--- src/rtl/tcr_pkg.sv ---
package tcr_pkg;
  typedef enum logic [2:0] {
    ST_IDLE,
    ST_SOT_LO,
    ST_SOT_HI,
    ST_DATA,
    ST_GUARD,
    ST_EOT
  } rx_state_e;

  // character geometry: start + data + stop
  localparam int CHAR_BITS    = 8;
  localparam int STOP_SLOT    = CHAR_BITS + 1;
  // an end marker is recognised at the stop slot of an all-zero character
  localparam int EOT_LO_SHORT = CHAR_BITS + 2;
  localparam int EOT_LO_LONG  = CHAR_BITS + 3;
endpackage

--- src/rtl/tcr_crc.sv ---
module tcr_crc #(
  parameter int              CRC_W    = 16,
  parameter logic [CRC_W-1:0] CRC_POLY = 16'h1021,
  parameter logic [CRC_W-1:0] CRC_INIT = 16'hFFFF,
  parameter int              DATA_W   = 8
) (
  input  logic              clk,
  input  logic              rst_n,
  input  logic              init,
  input  logic              en,
  input  logic [DATA_W-1:0] din,
  output logic [CRC_W-1:0]  crc
);
  logic [CRC_W-1:0] crc_nxt;

  // bits enter in line order: din[0] first
  always_comb begin
    crc_nxt = crc;
    for (int i = 0; i < DATA_W; i++) begin
      if (crc_nxt[CRC_W-1] ^ din[i])
        crc_nxt = {crc_nxt[CRC_W-2:0], 1'b0} ^ CRC_POLY;
      else
        crc_nxt = {crc_nxt[CRC_W-2:0], 1'b0};
    end
  end

  always_ff @(posedge clk or negedge rst_n) begin
    if (!rst_n)    crc <= CRC_INIT;
    else if (init) crc <= CRC_INIT;
    else if (en)   crc <= crc_nxt;
  end
endmodule

--- src/rtl/tcr_listen.sv ---
module tcr_listen #(
  parameter int LISTEN_BITS = 8
) (
  input  logic clk,
  input  logic rst_n,
  input  logic bit_stb,
  input  logic rx_lvl,
  input  logic open_req,
  input  logic busy,
  output logic win_active,
  output logic sot_go
);
  localparam int SLOT_W = $clog2(LISTEN_BITS);
  localparam logic [SLOT_W-1:0] LAST_SLOT = SLOT_W'(LISTEN_BITS - 1);

  logic [SLOT_W-1:0] slot;
  logic              prev_hi;

  // a start edge counts only after a high sample and away from both window ends
  assign sot_go = win_active && bit_stb && !rx_lvl && prev_hi &&
                  (slot != '0) && (slot != LAST_SLOT);

  always_ff @(posedge clk or negedge rst_n) begin
    if (!rst_n) begin
      win_active <= 1'b0;
      slot       <= '0;
      prev_hi    <= 1'b0;
    end else if (open_req && !busy && !win_active) begin
      win_active <= 1'b1;
      slot       <= '0;
      prev_hi    <= 1'b0;
    end else if (win_active && bit_stb) begin
      if (sot_go || slot == LAST_SLOT) win_active <= 1'b0;
      slot    <= slot + 1'b1;
      prev_hi <= rx_lvl;
    end
  end

  assert_window_stays_shut_R9: assert property (@(posedge clk) disable iff (!rst_n)
    (!win_active && !open_req) |=> !win_active);
endmodule

--- src/rtl/tcr_deframer.sv ---
module tcr_deframer
  import tcr_pkg::*;
#(
  parameter int MAX_BYTES     = 40,
  parameter int SOT_LO_MIN    = 10,
  parameter int SOT_LO_MAX    = 11,
  parameter int SOT_HI_MIN    = 2,
  parameter int SOT_HI_MAX    = 3,
  parameter int GUARD_MAX     = 6,
  parameter int MIN_CRC_BYTES = 3,
  parameter int CRC_W         = 16,
  parameter logic [CRC_W-1:0] CRC_RESIDUE = '0,
  localparam int LEN_W = $clog2(MAX_BYTES + 1)
) (
  input  logic             clk,
  input  logic             rst_n,
  input  logic             bit_stb,
  input  logic             rx_lvl,
  input  logic             sot_go,
  input  logic             crc_off,
  input  logic [CRC_W-1:0] crc_val,
  output logic             crc_init,
  output logic             crc_en,
  output logic [CHAR_BITS-1:0] crc_din,
  output logic             idle,
  output logic             byte_valid,
  output logic [CHAR_BITS-1:0] byte_data,
  output logic             byte_first,
  output logic             frame_done,
  output logic [LEN_W-1:0] frame_len,
  output logic             frame_err,
  output logic             crc_ok,
  output logic             overflow,
  output logic             eot_long
);
  localparam int CNT_W = $clog2(EOT_LO_LONG + 2);
  localparam logic [CNT_W-1:0] C_SLO_MIN = CNT_W'(SOT_LO_MIN);
  localparam logic [CNT_W-1:0] C_SLO_MAX = CNT_W'(SOT_LO_MAX);
  localparam logic [CNT_W-1:0] C_SHI_MIN = CNT_W'(SOT_HI_MIN);
  localparam logic [CNT_W-1:0] C_SHI_MAX = CNT_W'(SOT_HI_MAX);
  localparam logic [CNT_W-1:0] C_GMAX    = CNT_W'(GUARD_MAX);
  localparam logic [CNT_W-1:0] C_LAST_DB = CNT_W'(CHAR_BITS);
  localparam logic [CNT_W-1:0] C_EOT_S   = CNT_W'(EOT_LO_SHORT);
  localparam logic [CNT_W-1:0] C_EOT_L   = CNT_W'(EOT_LO_LONG);
  localparam logic [LEN_W-1:0] L_MAX     = LEN_W'(MAX_BYTES);
  localparam logic [LEN_W-1:0] L_MINCRC  = LEN_W'(MIN_CRC_BYTES);

  rx_state_e            state, nstate;
  logic [CNT_W-1:0]     cnt, ncnt;
  logic [CHAR_BITS-1:0] shreg;
  logic [LEN_W-1:0]     nbytes;
  logic                 ovf;
  logic                 shift, emit, fail, finish, long_n;

  assign idle     = (state == ST_IDLE);
  assign crc_init = sot_go;
  assign crc_en   = emit;
  assign crc_din  = shreg;

  always_comb begin
    nstate = state;
    ncnt   = cnt;
    shift  = 1'b0;
    emit   = 1'b0;
    fail   = 1'b0;
    finish = 1'b0;
    long_n = 1'b0;
    if (bit_stb) begin
      unique case (state)
        ST_SOT_LO:
          if (!rx_lvl) begin
            if (cnt == C_SLO_MAX) fail = 1'b1;
            else                  ncnt = cnt + 1'b1;
          end else if (cnt >= C_SLO_MIN) begin
            nstate = ST_SOT_HI;
            ncnt   = CNT_W'(1);
          end else fail = 1'b1;
        ST_SOT_HI:
          if (rx_lvl) begin
            if (cnt == C_SHI_MAX) fail = 1'b1;
            else                  ncnt = cnt + 1'b1;
          end else if (cnt >= C_SHI_MIN) begin
            nstate = ST_DATA;
            ncnt   = CNT_W'(1);
          end else fail = 1'b1;
        ST_DATA:
          if (cnt <= C_LAST_DB) begin
            shift = 1'b1;
            ncnt  = cnt + 1'b1;
          end else if (rx_lvl) begin
            emit   = 1'b1;
            nstate = ST_GUARD;
            ncnt   = '0;
          end else if (shreg == '0) begin
            nstate = ST_EOT;
            ncnt   = C_EOT_S;
          end else fail = 1'b1;
        ST_GUARD:
          if (rx_lvl) begin
            if (cnt == C_GMAX) fail = 1'b1;
            else               ncnt = cnt + 1'b1;
          end else begin
            nstate = ST_DATA;
            ncnt   = CNT_W'(1);
          end
        ST_EOT:
          if (!rx_lvl) begin
            if (cnt == C_EOT_L) fail = 1'b1;
            else                ncnt = cnt + 1'b1;
          end else begin
            finish = 1'b1;
            long_n = (cnt == C_EOT_L);
          end
        default: ;
      endcase
    end
    if (fail || finish) nstate = ST_IDLE;
  end

  always_ff @(posedge clk or negedge rst_n) begin
    if (!rst_n) begin
      state      <= ST_IDLE;
      cnt        <= '0;
      shreg      <= '0;
      nbytes     <= '0;
      ovf        <= 1'b0;
      byte_valid <= 1'b0;
      byte_data  <= '0;
      byte_first <= 1'b0;
      frame_done <= 1'b0;
      frame_len  <= '0;
      frame_err  <= 1'b0;
      crc_ok     <= 1'b0;
      overflow   <= 1'b0;
      eot_long   <= 1'b0;
    end else begin
      byte_valid <= 1'b0;
      frame_done <= 1'b0;
      if (sot_go) begin
        state  <= ST_SOT_LO;
        cnt    <= CNT_W'(1);
        nbytes <= '0;
        ovf    <= 1'b0;
      end else begin
        state <= nstate;
        cnt   <= ncnt;
        if (shift) shreg <= {rx_lvl, shreg[CHAR_BITS-1:1]};
        if (emit) begin
          if (nbytes == L_MAX) ovf <= 1'b1;
          else begin
            byte_valid <= 1'b1;
            byte_data  <= shreg;
            byte_first <= (nbytes == '0);
            nbytes     <= nbytes + 1'b1;
          end
        end
        if (fail || finish) begin
          frame_done <= 1'b1;
          frame_err  <= fail;
          frame_len  <= nbytes;
          overflow   <= ovf;
          eot_long   <= long_n;
          crc_ok     <= finish && (crc_off ||
                        (crc_val == CRC_RESIDUE && nbytes >= L_MINCRC));
        end
      end
    end
  end

  assert_byte_after_strobe_R2: assert property (@(posedge clk) disable iff (!rst_n)
    byte_valid |-> $past(bit_stb));
  assert_done_without_byte_R4: assert property (@(posedge clk) disable iff (!rst_n)
    frame_done |-> !byte_valid);
  assert_len_bounded_R10: assert property (@(posedge clk) disable iff (!rst_n)
    frame_done |-> (frame_len <= L_MAX));
endmodule

--- src/rtl/tcr_reply.sv ---
module tcr_reply
  import tcr_pkg::*;
#(
  parameter int REPLY_GAP = 12
) (
  input  logic clk,
  input  logic rst_n,
  input  logic bit_stb,
  input  logic frame_done,
  input  logic frame_err,
  input  logic eot_long,
  output logic pending,
  output logic reply_start
);
  localparam int REM_W = $clog2(REPLY_GAP + 1);
  localparam logic [REM_W-1:0] LOAD_S = REM_W'(REPLY_GAP - EOT_LO_SHORT);
  localparam logic [REM_W-1:0] LOAD_L = REM_W'(REPLY_GAP - EOT_LO_LONG);

  logic [REM_W-1:0] rem, rem_n;

  // strobes still to pass before the reply instant
  always_comb begin
    rem_n = rem;
    if (frame_done && !frame_err) rem_n = eot_long ? LOAD_L : LOAD_S;
  end

  assign pending = (rem != '0);

  always_ff @(posedge clk or negedge rst_n) begin
    if (!rst_n) begin
      rem         <= '0;
      reply_start <= 1'b0;
    end else begin
      reply_start <= 1'b0;
      if (bit_stb && rem_n != '0) begin
        rem <= rem_n - 1'b1;
        if (rem_n == REM_W'(1)) reply_start <= 1'b1;
      end else begin
        rem <= rem_n;
      end
    end
  end

  assert_reply_after_strobe_R7: assert property (@(posedge clk) disable iff (!rst_n)
    reply_start |-> $past(bit_stb));
endmodule

--- src/rtl/tag_cmd_rx.sv ---
module tag_cmd_rx
  import tcr_pkg::*;
#(
  parameter int LISTEN_BITS = 8,
  parameter int MAX_BYTES   = 40,
  parameter int REPLY_GAP   = 12,
  parameter int GUARD_MAX   = 6,
  localparam int LEN_W = $clog2(MAX_BYTES + 1)
) (
  input  logic             clk,
  input  logic             rst_n,
  input  logic             bit_stb,
  input  logic             rx_lvl,
  input  logic             listen_open,
  input  logic             crc_off,
  output logic             byte_valid,
  output logic [7:0]       byte_data,
  output logic             byte_first,
  output logic             frame_done,
  output logic [LEN_W-1:0] frame_len,
  output logic             frame_err,
  output logic             crc_ok,
  output logic             overflow,
  output logic             reply_start
);
  localparam int CRC_W = 16;

  logic             win_active, sot_go, df_idle, rp_pending, busy;
  logic             crc_init, crc_en, eot_long;
  logic [7:0]       crc_din;
  logic [CRC_W-1:0] crc_val;

  assign busy = !df_idle || rp_pending;

  tcr_listen #(.LISTEN_BITS(LISTEN_BITS)) u_listen (
    .clk(clk), .rst_n(rst_n), .bit_stb(bit_stb), .rx_lvl(rx_lvl),
    .open_req(listen_open), .busy(busy), .win_active(win_active), .sot_go(sot_go)
  );

  tcr_crc #(.CRC_W(CRC_W), .CRC_POLY(16'h1021), .CRC_INIT(16'hFFFF), .DATA_W(8)) u_crc (
    .clk(clk), .rst_n(rst_n), .init(crc_init), .en(crc_en), .din(crc_din), .crc(crc_val)
  );

  tcr_deframer #(
    .MAX_BYTES(MAX_BYTES), .SOT_LO_MIN(10), .SOT_LO_MAX(11), .SOT_HI_MIN(2),
    .SOT_HI_MAX(3), .GUARD_MAX(GUARD_MAX), .MIN_CRC_BYTES(3), .CRC_W(CRC_W),
    .CRC_RESIDUE(16'h0000)
  ) u_deframer (
    .clk(clk), .rst_n(rst_n), .bit_stb(bit_stb), .rx_lvl(rx_lvl), .sot_go(sot_go),
    .crc_off(crc_off), .crc_val(crc_val), .crc_init(crc_init), .crc_en(crc_en),
    .crc_din(crc_din), .idle(df_idle), .byte_valid(byte_valid), .byte_data(byte_data),
    .byte_first(byte_first), .frame_done(frame_done), .frame_len(frame_len),
    .frame_err(frame_err), .crc_ok(crc_ok), .overflow(overflow), .eot_long(eot_long)
  );

  tcr_reply #(.REPLY_GAP(REPLY_GAP)) u_reply (
    .clk(clk), .rst_n(rst_n), .bit_stb(bit_stb), .frame_done(frame_done),
    .frame_err(frame_err), .eot_long(eot_long), .pending(rp_pending),
    .reply_start(reply_start)
  );

  assert_sot_in_window_R8: assert property (@(posedge clk) disable iff (!rst_n)
    $fell(df_idle) |-> $past(win_active));
  assert_no_reply_on_fault_R7: assert property (@(posedge clk) disable iff (!rst_n)
    (frame_done && frame_err) |=> !reply_start);
endmodule

--- config.mk ---
export PLATFORM = sky130hd
export DESIGN_NAME = tag_cmd_rx
export DESIGN_NICKNAME = d
export VERILOG_FILES = /design/src/rtl/tcr_pkg.sv /design/src/rtl/tcr_crc.sv /design/src/rtl/tcr_listen.sv /design/src/rtl/tcr_deframer.sv /design/src/rtl/tcr_reply.sv /design/src/rtl/tag_cmd_rx.sv
export SDC_FILE = /design/constraint.sdc
export NUM_CORES = 1
export LEC_CHECK = 0
export ABC_CLOCK_PERIOD_IN_PS = 6210
export CAP_MARGIN = 20
export CORE_MARGIN = 5
export CORE_UTILIZATION = 35
export DETAILED_ROUTE_END_ITERATION = 6
export DONT_BUFFER_PORTS = 1
export PLACE_DENSITY = 0.49
export SLEW_MARGIN = 40
export SYNTH_ARGS = -nofsm -noshare
export SYNTH_HDL_FRONTEND = slang
export SYNTH_SLANG_ARGS = --single-unit
export TNS_END_PERCENT = 20
--- constraint.sdc ---
create_clock -name clk -period 6.21 [get_ports clk]
set_input_delay 0.3105 -clock clk [delete_from_list [all_inputs] [get_ports clk]]
set_output_delay 0.3105 -clock clk [all_outputs]
set_load 0.02 [all_outputs]
After elaboration in Yosys (flattened, before gate mapping)
Cells that the tools add are included.
Operators by class
  add/sub/neg operators: 4
  multiply operators: 0
  div/mod/pow operators: 0
  $lt $le $gt $ge: 4
  eq/ne operators: 26
  shift operators: 0
  muxes and demuxes: 86
  bitwise gates (word level): 18
  reduce and logical (&&, ||, !) cells: 43
Operators with widths (number)
  $mux 13: 8
  $mux 4: 16
  $mux 1: 40
  $mux 3: 13
  $mux 16: 2
  $not 3->3: 8
  $ne 4x3->1 const B: 5
  $pmux 4 s5: 1
  $mux 6: 3
  $logic_not 16->1: 1
  $ne 4x4->1 const B: 3
  $pmux 3 s4: 1
  $reduce_bool 6->1: 2
  $logic_and 1x1->1: 11
  $ne 5x3->1 const B: 2
  $reduce_and 2->1: 5
  $reduce_bool 2->1: 5
  $eq 3x3->1 const B: 3
  $reduce_and 9->1: 1
  $logic_not 8->1: 1
  $ne 4x2->1 const B: 2
  $reduce_and 8->1: 1
  $reduce_bool 4->1: 2
  $xor 1x1->1: 8
  other kinds (26): 37
Word-level totals
  register bits: 69
  bits in latches: 0
  bits in writable memories: 0
  bits in read-only memories: 0
  input port bits: 6
  output and inout port bits: 21
  memories: 0

Logic depth before layout (Yosys ltp)
Gate-level depths: netlist of run 1.
  depth after elaboration: 18
  gate-level depth with buffers: 9
  depth with buffers taken out: 8

Hierarchy
From an unflattened synthesis of run 1, not the netlist that was laid out.
Second synthesis, totals
  cell total of the unflattened synthesis: 388
  area total of the unflattened synthesis: 4165.2 um^2
Modules (own cells, without submodules)
  tcr_deframer: instances 1, cells each 249, area an instance 2474.9 um^2
  tcr_crc: instances 1, cells each 80, area an instance 1027.2 um^2
  tcr_listen: instances 1, cells each 30, area an instance 337.8 um^2
  tcr_reply: instances 1, cells each 28, area an instance 319.1 um^2
  tag_cmd_rx: instances 1, cells each 1, area an instance 6.3 um^2

Least setup slack after synthesis of run 1
Ideal clock, no wire load.
  path type: reg-to-reg
  start: register u_listen.slot[0]
  end: register u_deframer.cnt[2]
  library setup time: 0.064 ns
  arrival: 2.061 ns
  slack: 4.085 ns
  stages on the path, launching flop included: 7
  buffers on the path: 0
  period minus slack after synthesis: 2.125 ns
  cells stage by stage: dfrtp_1 ha_1 ha_1 or3_1 a221o_2 a2111oi_4 a21o_1
On the way
  cells in the longest elaborated chain, start to end: 5
  elaborated cells on any way between the ends: 14
  classes of those cells: 7 x eq/ne; 1 x mux; 6 x reduce/logical
Ends and longest elaborated chain
  start: declaration: RTL line tcr_listen.sv:16  | logic [SLOT_W-1:0] slot;
  start signal: assignment: RTL line tcr_listen.sv:34  | slot <= slot + 1'b1;
  $reduce_bool 3->1: RTL line tcr_listen.sv:21  | (slot != '0) && (slot != LAST_SLOT);
  $logic_and 1x1->1: RTL line tcr_listen.sv:20  | assign sot_go = win_active && bit_stb && !rx_lvl && prev_hi &&
  $logic_and 1x1->1 *: RTL line tcr_listen.sv:21
  $ne 5x3->1 (no line) (tied with other cells)
  $reduce_and 8->1 (no line)
  end signal: assignment: RTL line tcr_deframer.sv:146  | cnt <= ncnt;
  end: declaration: RTL line tcr_deframer.sv:49  | logic [CNT_W-1:0] cnt, ncnt;
Every way passes the cells marked *; elsewhere a longest branch is shown, timed or not.
A chain may end at the register's enable or synchronous reset.

Final worst setup path of run 1
  start: register u_deframer.state[1]
  end: register u_deframer.nbytes[2]
On the way
  cells in the longest elaborated chain, start to end: 5
Ends and longest elaborated chain
  start: declaration: RTL line tcr_deframer.sv:48  | rx_state_e state, nstate;
  start signal: assignment: RTL line tcr_deframer.sv:145  | state <= nstate;
  $eq 3x2->1: RTL line tcr_deframer.sv:69  | unique case (state)
  $mux 1: RTL line tcr_deframer.sv:69
  $mux 1: RTL line tcr_deframer.sv:68  | if (bit_stb) begin
  $reduce_bool 2->1 (no line)
  $reduce_and 2->1 (no line)
  end signal: assignment: RTL line tcr_deframer.sv:154  | nbytes <= nbytes + 1'b1;
  end: declaration: RTL line tcr_deframer.sv:51  | logic [LEN_W-1:0] nbytes;
Every way passes these cells.

==> key figures, run 1 <==
Critical path
  – Reg-to-Reg Start: u_deframer.state[1]
  – Crit Reg-Reg Endpoint: u_deframer.nbytes[2]
  – R2r setup slk: between 3000 and 4000 ps
  – Worst Setup End Kind: flip-flop
  – Worst Path Buf+Inv: 1
  – Worst Setup Start Kind: flip-flop
  – Slowest-stage cell, CP: dfrtp_1
  – Cell chain of the critical path: nand3b_1, or3_1, or2_1, inv_2, nand2_1, xor2_1, nor2_1
  – Worst r2r path cells: 7
  – CP startpoint: u_deframer.state[1]
  – Setup CP Type: reg2reg
  – Req. time, crit path: ~6400 ps
  – CP max stage delay: 590 ps
  – Crit path DAT: 2750 ps
  – Cell family with most CP delay: simple AND/OR/NAND/NOR gates
  – Crit-path max FO: 15

Floorplan
  – Boundary Pins: 27
  – Chip height: 112.6 um
  – Die Width: 112.6 um
  – Initial Utilization: around 36%
  – CORE AREA: 10,320 um2
  – Die ar.: 12,690 um2
  – Row Count: 37

CTS
  – Resized Gates After CTS: 0
  – CTS Buf Count: 9
  – TritonCTS clock tree: done
  – Root Buffer Master: clkbuf_8
  – Clock transition at path regs: 80 ps
  – Clock Sink Count: 69
  – Clock latency on the worst-skew pair: 350 ps
  – Clock buffer depth: 2
  – H-Tree Depth: 3

STA
  – Rel. slew slack: between 50% and 60%
  – Max-slew violation count: 0
  – Max Clk Rate: 393.4 MHz
  – Setup Skew: 6.613 ps
  – Min Clock Period, post-route: approximately 2500 ps
  – Final Hold Viols: 0
  – Fin Setup TNS: 0 ps
  – Setup violations, final: 0
  – Hold_ws: slightly below 80 ps
  – Post-layout worst setup margin: 3668 ps
  – RSZ-0062 raised after global routing: false
  – Least-Margin Pin Slew: 712.4 ps
  – Fin crit share: 40.94%

Routing
  – Initial drt markers: 156
  – Wire per inst: 16.33 um
  – Via count: 2,633
  – Via/cell ratio: ~5.2
  – DRC Markers: 0
  – Drt pass-1 iters: 4
  – Antenna Violating Nets Remaining: 0
  – Total Wirelength: 8264 um

Finish
  – Non-Filler Instances: 506
  – FILL cells: 1,038
  – Area Overhead vs Synth: 11.40%
  – Inserted Diodes: 0
  – Layout cells sized above 1: between 10% and 20%
  – Final nets: 380

Power
  – Power Density: 494.8 nW/um2
  – Leak Pwr: 1.831 nW
  – VDD IR max: roughly 0.00025 V

Run status
  – Status: complete, no violations

Placed design
  – Pre-CTS worst setup slack: 3646 ps
  – HPWL after DPL: 5757 um
  – Placed cells: 488
  – GPL Wtd Cong: 0.9053
  – Port Buffers: 0

Yosys
  – Leading area contributor after synthesis: dfrtp_1
  – Most numerous cell in the Yosys netlist: dfrtp_1
  – Yosys warnings: 0
  – Most frequent cells after synthesis: 53 x dfrtp_1, 41 x nand2_1, 39 x nor2_1
  – Netlist Area Pre-Place: 3687 um2
  – Post-synthesis sequential area ratio: 47.37%
  – Synth Instances: 368
  – Yosys top cell area share: 35.97%
  – Asr flop ratio synth: 100.0%
  – Most used DFF post-synth: dfrtp_1
  – Unique cell type count in the Yosys netlist: 58
  – Post-synthesis net count: about 380
  – Post-synth EDFFs: 0
  – Synth area leaders: dfrtp_1 36%, dfstp_2 11%, xnor2_1 5.0%, nand2_1 4.2%, nor2_1 4.0%
  – Syn avg cell area: 10.02 um2
  – Synthesis-stage register bit count: 69

Worst hold path
  – Hold/Removal Path Class: in2reg
  – Hold wc startpoint: bit_stb
  – Hold worst-path end: u_listen.win_active
  – Hold path depth: 1

GRT
  – Initial antenna violation count: 0
  – Pin count of the biggest net entering global routing: 70
  – Vias in the first global route: 2,752
  – GRT Total Usage: 13.74%
  – Congestion Overflow GR: 0
  – First-pass GRT wire length: 14,150 um

Job
  – MaxCap Viol Count: 0
==> repair_timing <==
action	in CTS	in global routing
hold endpoints to repair	69	0
setup buffers	0	0
hold buffers	2	0
==> cell usage in the layout (no fill, tap or decap), types with 3 or more instances in the layout <==
cell       count
dfrtp_1       53
nand2_1       41
nor2_1        38
xnor2_1       21
a21oi_1       19
o21ai_0       18
dfstp_2       16
inv_1         13
xor2_1        10
mux2_2         9
ha_1           9
clkbuf_8       9
mux2_1         8
nor2b_1        6
nand4_1        6
nand3_1        6
nor3_1         6
o22a_1         5
bufinv_16      5
o31ai_1        4
and3_1         4
nor4_1         4
nand2b_1       3
nand3b_1       3
a21o_1         3
o22ai_1        3
==> routing by layer <==
| metal | vias to the layer above | GRT usage (%) | share of wire, % |
|---|---|---|---|
| met5 | - | 0 | 0 |
| met4 | 0 | 5.769 | 1.6 |
| met3 | 12 | 3.235 | 3.6 |
| met2 | 52 | 22.79 | 49 |
| met1 | 1284 | 17.10 | 45 |
| li1 | 1285 | - | - |
==> flip-flops by register name, summed over array words and instances, names as in the netlist, 3 cells and up <==
register	cells
u_deframer.crc_din	8
u_listen.slot	3
u_crc.crc	16
u_deframer.state	3
u_deframer.cnt	4
u_deframer.byte_data	8
u_reply.rem	4
u_deframer.nbytes	6
u_deframer.frame_len	6
==> report_power, final <==
group | total [mW] | internal, mW | switching, mW
Clock | 0.532 | 0.351 | 0.181
Combinational | 0.695 | 0.329 | 0.366
Sequential | 0.806 | 0.620 | 0.186
==> through the flow <==
| stage | utilization [%] | cell area [um2] | total power, mW |
|---|---|---|---|
| final | 39.79 | 4108 | 2.032 |
| after global routing | 39.79 | 4108 | 2.174 |
| after CTS | 39.79 | 4108 | 2.056 |
| after detailed placement | 36.60 | 3779 | 1.498 |
| after global placement | 36.58 | 3776 | 1.494 |
| after floorplan | - | 3687 | 1.355 |
==> cell families after synthesis <==
| group | after synthesis | share of synthesized area, % |
|---|---|---|
| flip-flops | 69 | 47.37 |
| AND/OR/NAND/NOR | 135 | 18.77 |
| AO/OA/AOI/OAI | 75 | 14.08 |
| adder cells (fa/ha/maj) | 9 | 3.054 |
| XOR/XNOR | 31 | 7.363 |
| multiplexers | 19 | 5.735 |
| buffers and inverters | 30 | 3.631 |
==> worst max-delay path by stage <==
| stage | endpoint | cells past startpoint |
|---|---|---|
| global placement | u_deframer.nbytes[2] | 7 |
| finish | u_deframer.nbytes[2] | 7 |
| global route | u_deframer.nbytes[2] | 7 |
| detailed placement | u_deframer.nbytes[2] | 7 |
| CTS | u_deframer.nbytes[2] | 7 |
| floorplan | u_deframer.cnt[2] | 6 |
==> final cells by class <==
| type | instances | area [um2] | share of cell area (%) |
|---|---|---|---|
| Sequential cell | 69 | 1747 | 42.52 |
| Clock buffer | 9 | 123.9 | 3.016 |
| Clock inverter | 7 | 167.7 | 4.082 |
| Tap cell | 136 | 170.2 | 4.143 |
| Multi-Input combinational cell | 269 | 1809 | 44.05 |
| Inverter | 14 | 52.55 | 1.279 |
| Timing Repair Buffer | 2 | 37.54 | 0.9138 |
No activity file was read; power rests on OpenSTA's default activity.
==> run 2, diff against run 1 <==
Settings changed: ABC_CLOCK_PERIOD_IN_PS 6210 to 2200, PLACE_DENSITY 0.49 to 0.51.
Clock period 6.21 ns to 2.2 ns, I/O delays scaled along.
==> key figures, run 2 (synthesis results as in run 1) <==
Run status
  – Status: complete, no violations

Critical path
  – Cell family with most CP delay: compound AO/OA/AOI/OAI gates
  – Worst path depth: 6 (-1)
  – Worst Setup End Kind: flip-flop
  – Worst Setup Start Kind: flip-flop
  – Crit path DAT: 2340 ps (-410 ps)
  – R2r setup slk: 80 ps (-3590 ps)
  – Slowest-stage cell, CP: a221o_2
  – Worst Path Buf+Inv: 0 (-1)
  – Req. time, crit path: 2420 ps (-4000 ps)
  – Reg-to-Reg Start: u_listen.slot[0]
  – Cell chain of the critical path: ha_1, ha_2, or3_4, a221o_2, o21bai_1, a21o_1
  – Crit-path max FO: 7 (-8)
  – Crit Reg-Reg Endpoint: u_deframer.cnt[2]
  – CP max stage delay: 440 ps (-150 ps)
  – Worst r2r path cells: 6 (-1)
  – Setup CP Type: reg2reg

GRT
  – First-pass GRT wire length: 14,450 um (+2.1%)
  – GRT Total Usage: 14.10% (+0.36 points)
  – Congestion Overflow GR: 0 (unchanged)
  – Initial antenna violation count: 0 (unchanged)
  – Pin count of the biggest net entering global routing: 70 (unchanged)
  – Vias in the first global route: 2,829 (+2.8%)

Finish
  – Area Overhead vs Synth: 17.48%
  – Inserted Diodes: 0 (unchanged)
  – Max FFs per register: 16 (unchanged)
  – Fin area: 4332 um2 (+5.5%)
  – Layout cells sized above 1: 21.32% (+6.7 points)
  – Commonest non-fill, non-tap cell in the layout: dfrtp_1
  – Largest register by flop count: u_crc.crc
  – FILL cells: 1,003 (-3.4%)
  – Most frequent cells in the layout: 53 x dfrtp_1, 41 x nand2_1, 39 x nor2_1
  – Final nets: 418 (+10%)

Worst hold path
  – Hold/Removal Path Class: in2reg
  – Hold path depth: 3 (+2)
  – Hold worst-path end: u_listen.slot[0]
  – Hold wc startpoint: bit_stb

Floorplan
  – CORE AREA: 10,320 um2 (unchanged)
  – Boundary Pins: 27 (unchanged)
  – Die ar.: 12,690 um2 (unchanged)
  – Row Count: 37 (unchanged)
  – Die Width: 112.6 um (unchanged)
  – Chip height: 112.6 um (unchanged)
  – Initial Utilization: 35.72% (unchanged)

Routing
  – Via/cell ratio: 5.072 (-2.5%)
  – Total Wirelength: 8392 um (+1.5%)
  – Antenna Violating Nets Remaining: 0 (unchanged)
  – Via count: 2,759 (+4.8%)
  – Wire per inst: 15.43 um (-5.5%)
  – Initial drt markers: 119 (-24%)
  – DRC Markers: 0 (unchanged)
  – Drt pass-1 iters: 6 (+2)

CTS
  – Clock buffer depth: 2 (unchanged)
  – Clock latency on the worst-skew pair: 340 ps (about the same)
  – Clock Sink Count: 69 (unchanged)
  – Setup bufs post-CTS: 0 (unchanged)
  – Clock transition at path regs: 60 ps (-20 ps)
  – H-Tree Depth: 3 (unchanged)
  – TritonCTS clock tree: done
  – Root Buffer Master: clkbuf_8
  – CTS Buf Count: 9 (unchanged)

STA
  – Min Clock Period, post-route: 2118 ps (-424.4 ps)
  – Max Clk Rate: 472.2 MHz (+20%)
  – Setup Skew: 9.000 ps (+2.387 ps)
  – Least-Margin Pin Slew: 463.0 ps (-249.5 ps)
  – RSZ-0062 raised after global routing: false
  – Final Hold Viols: 0 (unchanged)
  – Setup violations, final: 0 (unchanged)
  – Max-slew violation count: 0 (unchanged)
  – Fin crit share: 96.27% (+55 points)
  – Fin Setup TNS: 0 ps (unchanged)
  – Rel. slew slack: 68.73% (+16 points)

Job
  – MaxCap Viol Count: 0 (unchanged)

Power
  – Leak Pwr: 1.970 nW (+7.6%)
  – Clk pwr share: 18.4% (-7.8 points)
  – Switch share: 37.42% (+1.4 points)
  – Sequential Power Share: 39.6% (about the same)
  – P_sw: 2.043 mW (+180%)
  – Power Density: 1260 nW/um2 (+150%)
  – Internal: 3.416 mW (+160%)
  – Comb pwr share: 42.0% (+7.8 points)
  – VDD IR max: 0.0005772 V (+130%)

Placed design
  – HPWL after DPL: 5917 um (+2.8%)
  – GPL Wtd Cong: 0.8554 (-5.5%)
  – Area after DPL: 4064 um2 (+7.5%)
  – Port Buffers: 0 (unchanged)
[run 2: how the worst max path moves through the flow]
stage	startpoint	to	slack, ps
floorplan	u_listen.slot[0]	u_deframer.cnt[2]	80
global placement	u_listen.slot[0]	u_deframer.cnt[2]	50
detailed placement	u_listen.slot[0]	u_deframer.cnt[2]	20
CTS	u_listen.slot[0]	u_deframer.cnt[2]	8
global route	u_deframer.cnt[1]	u_deframer.frame_len[5]	1
finish	u_listen.slot[0]	u_deframer.cnt[2]	80
[run 2: repair_timing]
| item | 4_1_cts | 5_1_grt |
|---|---|---|
| hold buffers | 5 | 0 |
| endpoints found under the hold margin | 74 | 0 |
| resized for setup | 2 | 2 |
| endpoints found under the setup margin | 1 | 9 |
| pin swaps | 1 | 3 |
[run 2: worst register-to-register path, stage by stage, from the launching register on]
cell	delay [ps]
dfrtp_1	400
ha_1	210
ha_2	200
or3_4	400
a221o_2	440
o21bai_1	180
a21o_1	170
[run 2: power by group through the flow]
stage / registers (mW) / clock network (mW) / logic (mW)
after floorplan: 2.09 / 0 / 1.73
after global placement: 2.18 / 0 / 2.23
after detailed placement: 2.18 / 0 / 2.25
after CTS: 2.16 / 1.05 / 2.31
after global routing: 2.22 / 1.12 / 2.56
final: 2.16 / 1.00 / 2.29
[run 2: routing by layer]
layer	track usage (%)	share of wire, %	wire, um
met1	18.00	46	3847
met2	22.99	49	4101
met3	4.151	4.1	340
met4	4.407	1.2	103
met5	0	0	0
[run 2: stage by stage]
stage                     hold WS, ps  total power [mW]  setup slack (ps)  utilization (%)  std cells
after floorplan                -185.6             3.824             75.26                -        368
after global placement         -183.7             4.402             45.37            39.36        523
after detailed placement       -183.6             4.434             23.57            39.36        523
after CTS                       4.070             5.520             8.091            41.91        544
after global routing            40.44             5.898             1.255            41.96        544
final                           30.26             5.459             82.15            41.96        544
[run 2: layout make-up]
class	instances	area [um2]	share of cell area, %
flip-flops and latches	69	1747	40.32
clock inverters	2	35.03	0.8088
inverters	14	52.55	1.213
well taps	136	170.2	3.928
multi-input cells	269	1819	42.00
clock buffers	14	152.6	3.524
repair buffers	40	355.3	8.203
